<file path="config.mk">
export PLATFORM = sky130hd
export DESIGN_NAME = frame_aligner
export DESIGN_NICKNAME = d
export VERILOG_FILES = /design/src/rtl/fal_pkg.sv /design/src/rtl/fal_datapath.sv /design/src/rtl/fal_control.sv /design/src/rtl/frame_aligner.sv
export SDC_FILE = /design/constraint.sdc
export NUM_CORES = 1
export LEC_CHECK = 0
export BUFFER_PORTS_ARGS = -buffer_cell sky130_fd_sc_hd__buf_2
export CAP_MARGIN = 10
export CORE_MARGIN = 1
export CORE_UTILIZATION = 50
export DETAILED_ROUTE_END_ITERATION = 8
export PLACE_DENSITY = 0.69
export RECOVER_POWER = 50
export SYNTH_ARGS = -nofsm -noshare
export SYNTH_HDL_FRONTEND = slang
export SYNTH_HIERARCHICAL = 1
export SYNTH_SLANG_ARGS = --single-unit
</file>
<file path="constraint.sdc">
create_clock -name clk -period 5 [get_ports clk]
set_clock_uncertainty 0.2 [all_clocks]
set_input_delay 0.25 -clock clk [delete_from_list [all_inputs] [get_ports clk]]
set_output_delay 0.25 -clock clk [all_outputs]
set_load 0.005 [all_outputs]
</file>
<file path="src/rtl/fal_pkg.sv">
package fal_pkg;

  // Strobes passed from the control FSM to the datapath
  typedef struct packed {
    logic shiftEn;   // shift one serial bit into the window
    logic clearWin;  // clear window and output word (power-down)
    logic loadWord;  // capture the restored payload of the current window
  } falStrobes_t;

  typedef enum logic {
    ST_SEARCH = 1'b0,
    ST_LOCKED = 1'b1
  } falState_e;

endpackage

</file>
<file path="src/rtl/fal_datapath.sv">
module fal_datapath
  import fal_pkg::*;
#(
  parameter int PAYLOAD_W = 24
) (
  input  logic                 clk,
  input  logic                 rstN,
  input  logic                 serIn,
  input  falStrobes_t          strb,
  output logic                 frameOk,
  output logic [PAYLOAD_W-1:0] wordOut
);

  localparam int FRAME_W = PAYLOAD_W + 4;
  localparam int PAR_POS = PAYLOAD_W + 1;
  localparam int BAL_POS = PAYLOAD_W + 2;
  localparam int END_POS = FRAME_W - 1;

  // win[0] is the oldest bit, win[END_POS] the newest
  logic [FRAME_W-1:0]   win;
  logic [PAYLOAD_W-1:0] restored;
  logic                 markerOk;
  logic                 parityOk;

  always_ff @(posedge clk or negedge rstN) begin
    if (!rstN) begin
      win <= '0;
    end else if (strb.clearWin) begin
      win <= '0;
    end else if (strb.shiftEn) begin
      win <= {serIn, win[FRAME_W-1:1]};
    end
  end

  // Marker pair at both ends; even parity over payload, parity and balance
  assign markerOk = win[0] & ~win[END_POS];
  assign parityOk = ~(^win[BAL_POS:1]);
  assign frameOk  = markerOk & parityOk;

  // Undo the per-frame inversion flagged by the balance bit
  for (genvar gi = 0; gi < PAYLOAD_W; gi++) begin : g_restore
    assign restored[gi] = win[gi+1] ^ win[BAL_POS];
  end

  always_ff @(posedge clk or negedge rstN) begin
    if (!rstN) begin
      wordOut <= '0;
    end else if (strb.clearWin) begin
      wordOut <= '0;
    end else if (strb.loadWord) begin
      wordOut <= restored;
    end
  end

  // Parity position is covered by the XOR range above
  localparam int UNUSED_PAR = PAR_POS;

endmodule

</file>
<file path="src/rtl/fal_control.sv">
module fal_control
  import fal_pkg::*;
#(
  parameter int FRAME_W    = 28,
  parameter int ACQ_FRAMES = 4
) (
  input  logic        clk,
  input  logic        rstN,
  input  logic        pwrDnN,
  input  logic        frameOk,
  output falStrobes_t strb,
  output logic        lockFlag,
  output logic        wordStrobe
);

  localparam int PH_W  = $clog2(FRAME_W);
  localparam int CNT_W = $clog2(ACQ_FRAMES + 1);

  falState_e        state;
  logic [PH_W-1:0]  phase;
  logic [CNT_W-1:0] goodCnt;
  logic             checkNow;
  logic             lastAcq;
  logic             accept;

  assign checkNow = (phase == PH_W'(FRAME_W - 1));
  assign lastAcq  = (goodCnt == CNT_W'(ACQ_FRAMES - 1));
  assign accept   = checkNow & frameOk & ((state == ST_LOCKED) | lastAcq);

  always_comb begin
    strb.shiftEn  = pwrDnN;
    strb.clearWin = ~pwrDnN;
    strb.loadWord = accept;
  end

  assign lockFlag = (state == ST_LOCKED);

  always_ff @(posedge clk or negedge rstN) begin
    if (!rstN) begin
      state      <= ST_SEARCH;
      phase      <= '0;
      goodCnt    <= '0;
      wordStrobe <= 1'b0;
    end else if (!pwrDnN) begin
      state      <= ST_SEARCH;
      phase      <= '0;
      goodCnt    <= '0;
      wordStrobe <= 1'b0;
    end else begin
      wordStrobe <= accept;
      if (!checkNow) begin
        phase <= phase + PH_W'(1);
      end else if (frameOk) begin
        phase <= '0;
        if (state == ST_SEARCH) begin
          if (lastAcq) begin
            state   <= ST_LOCKED;
            goodCnt <= '0;
          end else begin
            goodCnt <= goodCnt + CNT_W'(1);
          end
        end
      end else begin
        // Reject: hold phase so the next window is one bit later
        state   <= ST_SEARCH;
        goodCnt <= '0;
      end
    end
  end

endmodule

</file>
<file path="src/rtl/frame_aligner.sv">
module frame_aligner
  import fal_pkg::*;
#(
  parameter int PAYLOAD_W  = 24,
  parameter int ACQ_FRAMES = 4
) (
  input  logic                 clk,
  input  logic                 rstN,
  input  logic                 pwrDnN,
  input  logic                 rxEn,
  input  logic                 serIn,
  output logic                 lockOut,
  output logic                 lockOe,
  output logic [PAYLOAD_W-1:0] dataOut,
  output logic                 dataOe,
  output logic                 wordValid
);

  localparam int FRAME_W = PAYLOAD_W + 4;

  falStrobes_t          strb;
  logic                 frameOk;
  logic                 lockFlag;
  logic                 wordStrobe;
  logic [PAYLOAD_W-1:0] wordOut;

  fal_control #(
    .FRAME_W   (FRAME_W),
    .ACQ_FRAMES(ACQ_FRAMES)
  ) u_ctrl (
    .clk       (clk),
    .rstN      (rstN),
    .pwrDnN    (pwrDnN),
    .frameOk   (frameOk),
    .strb      (strb),
    .lockFlag  (lockFlag),
    .wordStrobe(wordStrobe)
  );

  fal_datapath #(
    .PAYLOAD_W(PAYLOAD_W)
  ) u_dp (
    .clk    (clk),
    .rstN   (rstN),
    .serIn  (serIn),
    .strb   (strb),
    .frameOk(frameOk),
    .wordOut(wordOut)
  );

  // Enables stand in for tri-state pads
  assign lockOe    = pwrDnN;
  assign lockOut   = lockFlag & pwrDnN;
  assign dataOe    = lockFlag & rxEn & pwrDnN;
  assign dataOut   = dataOe ? wordOut : '0;
  assign wordValid = wordStrobe & dataOe;

endmodule

</file>
==> metrics.txt <==
DR WL/cell=15.2 um; Synthesis Warnings=6; Area Overhead vs Synth=11.0%; CP max FO=47; cts hold-fix bufs=2; DIE HEIGHT=83.2 um; largest net degree at the start of global routing=66; critical-path cell list=xnor2_1 -> xnor2_1 -> xnor3_1 -> xnor3_1 -> and3b_1 -> nand2_1 -> nor2_2 -> buf_4 -> nor2_1 -> a211oi_1; clock transition at the registers of the reported paths=0.07 ns; worst stage delay on the critical path=0.43 ns; Worst Setup SP=u_dp/win[24]; fmax=333 MHz; ANT cells=0; DR DRC count=0; die width=83.2 um; max_cap viols=1; CTS Buf Count=9; initial antenna violation count=0; router iterations before antenna repair=4; Vias per Instance=5.37; Yosys cell types=35; die footprint=6920 um^2; post-synthesis register bit count=62; commonest non-fill, non-tap cells in the layout=62 x dfrtp_1, 54 x nor2_1, 42 x xnor2_1, 32 x buf_2, 30 x mux2i_1; main area contributors after synthesis=dfrtp_1 47%, xnor2_1 11%, mux2i_1 9.1%, nor2_1 6.3%, a211oi_1 5.2%; Core Util, Final=0.576; Syn Area/Cell=10.7 um^2; Max-Slew Margin vs Limit=0.00328; std cell rows=29; Worst-Margin Slew=1.50 ns; clock root buffer=clkbuf_8; initial core utilization=0.519; final setup fails=0; fin. max-slew vios=0; core area=6350 um^2; register area share after synthesis=0.471; # IOs=33; VDD IR-drop max=0.146 mV; Syn Nets=316; Yosys top cell area share=0.471; final hold vios=0; number of global-route vias before repair=2160; minimum clock period=3.00 ns; top cell type by total area after synthesis=dfrtp_1; hold wc startpoint=u_ctrl/goodCnt[2]; drt initial violations=101; power per cell area=271 nW/um^2; RSZ-0062 raised after global routing=false; Bufs on Longest Clock Path=2; Worst Path Class, Setup=reg2reg; period utilization=0.600; Post-Syn Instances=309; input/output buffers=32; share of layout cells above drive strength 1=0.181; synthesized area=3290 um^2; Final Net Count=339; Final ANT Viol Nets=0; crit end category=register; first-pass GRT wire length=10900 um; crit path DAT=3.03 ns; failing checks=max-capacitance violations; postcts setup bufs=0; setup TNS=0 ns; commonest non-fill, non-tap cell in the layout=dfrtp_1; reg2reg start=u_dp/win[24]; Critical-path top delay cell=dfrtp_1; min-delay worst type=reg2reg; DR vias=2225; DRT Wirelength=6280 um; DP Wirelength=3890 um; Worst Path Required=5.03 ns; RePlAce Congestion=0.766; crit start category=register; clock latency on the worst-skew pair=0.34 ns; status=finished with violations; CTS tree=done; gr ovfl total=0; total track usage=0.200; CTS resizes=0; static leakage=1.69 nW; H-tree depth=3; Clock Sinks=62
-- synthesized netlist by cell type (all sizes together) --
| cell | instances |
|---|---|
| a211oi | 23 |
| a21oi | 6 |
| and2 | 1 |
| and3 | 2 |
| and3b | 1 |
| and4 | 25 |
| and4b | 1 |
| buf | 16 |
| clkbuf | 11 |
| dfrtp | 62 |
| ha | 2 |
| inv | 2 |
| mux2i | 30 |
| nand2 | 9 |
| nand2b | 2 |
| nand3 | 1 |
| nand3b | 2 |
| nand4b | 2 |
| nor2 | 55 |
| nor2b | 1 |
| nor3 | 2 |
| o211ai | 1 |
| o21ai | 1 |
| o22ai | 2 |
| or2b | 1 |
| or4b | 1 |
| xnor2 | 43 |
| xnor3 | 2 |
| xor2 | 2 |
-- state kept, by name, indices dropped and copies added, names as in the netlist --
signal and count:
u_dp/win 28, u_dp/wordOut 24, u_ctrl/phase 5, u_ctrl/goodCnt 3, u_ctrl/lockFlag 1, u_ctrl/wordStrobe 1
-- critical path, delay by kind of cell, from the launching register on --
| family | cells | cell delay [ns] |
|---|---|---|
| buffers and inverters | 1 | 0.41 |
| xor gates and xnor gates | 4 | 0.98 |
| AOI/OAI and AO/OA | 1 | 0.24 |
| and+or+nand+nor | 4 | 0.62 |
| DFF | 1 | 0.43 |
-- where the power goes --
| group | internal, mW | switching (mW) | leakage [nW] | total (mW) |
|---|---|---|---|---|
| sequential | 0.504 | 0.00275 | 0.863 | 0.507 |
| clock | 0.228 | 0.200 | 0.0883 | 0.428 |
| combinational | 0.0178 | 0.0368 | 0.737 | 0.0547 |
| total | 0.750 | 0.239 | 1.69 | 0.990 |
-- layout make-up --
cell class	count	area, um^2
fill	588	2690
inverter	2	7.51
timing repair buffer	39	214
multi-input combinational	218	1600
clock inverter	6	62.6
clock buffer	10	128
sequential	62	1550
tap	77	96.3
-- worst paths after layout --
kind                                     endpoint  slack (ns)  depth (start not counted)
worst max-delay path             u_dp/wordOut[18]        2.00                         10
worst min-delay path            u_ctrl/goodCnt[2]        0.32                          2
worst max register to register   u_dp/wordOut[18]        2.00                         10
worst min register to register  u_ctrl/goodCnt[2]        0.32                          2
max in group asynchronous             u_dp/win[1]        3.65                          3
min in group asynchronous         u_dp/wordOut[9]        0.39                          3
-- metrics by stage --
step | worst slack (ns) | cell area, um^2 | instances | hold WS (ns) | power (mW)
floorplan | 2.06 | 3290 | 309 | -0.246 | 0.554
global placement | 2.12 | 3450 | 396 | 0.257 | 0.571
detailed placement | 1.99 | 3450 | 396 | 0.266 | 0.571
CTS | 1.97 | 3660 | 414 | 0.325 | 1.00
global route | 1.69 | 3660 | 414 | 0.350 | 1.03
finish | 2.00 | 3660 | 414 | 0.321 | 0.990
-- layer usage --
metal  vias to the layer above  wire length (um)  GRT usage
li1                       1122                 -          -
met1                      1056              3140      0.294
met2                        39              2820      0.291
met3                         8               236     0.0298
met4                         0                87     0.0940
met5                         -                 0          0
-- kinds of logic after synthesis --
group                    after synthesis  share of synthesized area
XOR/XNOR                              47                      0.136
adder cells (fa/ha/maj)                2                    0.00759
AND/OR/NAND/NOR                      106                      0.181
flip-flops                            62                      0.471
AO/OA/AOI/OAI                         33                     0.0691
buffers and inverters                 29                     0.0448
multiplexers                          30                     0.0912
No activity file was read; power rests on OpenSTA's default activity.
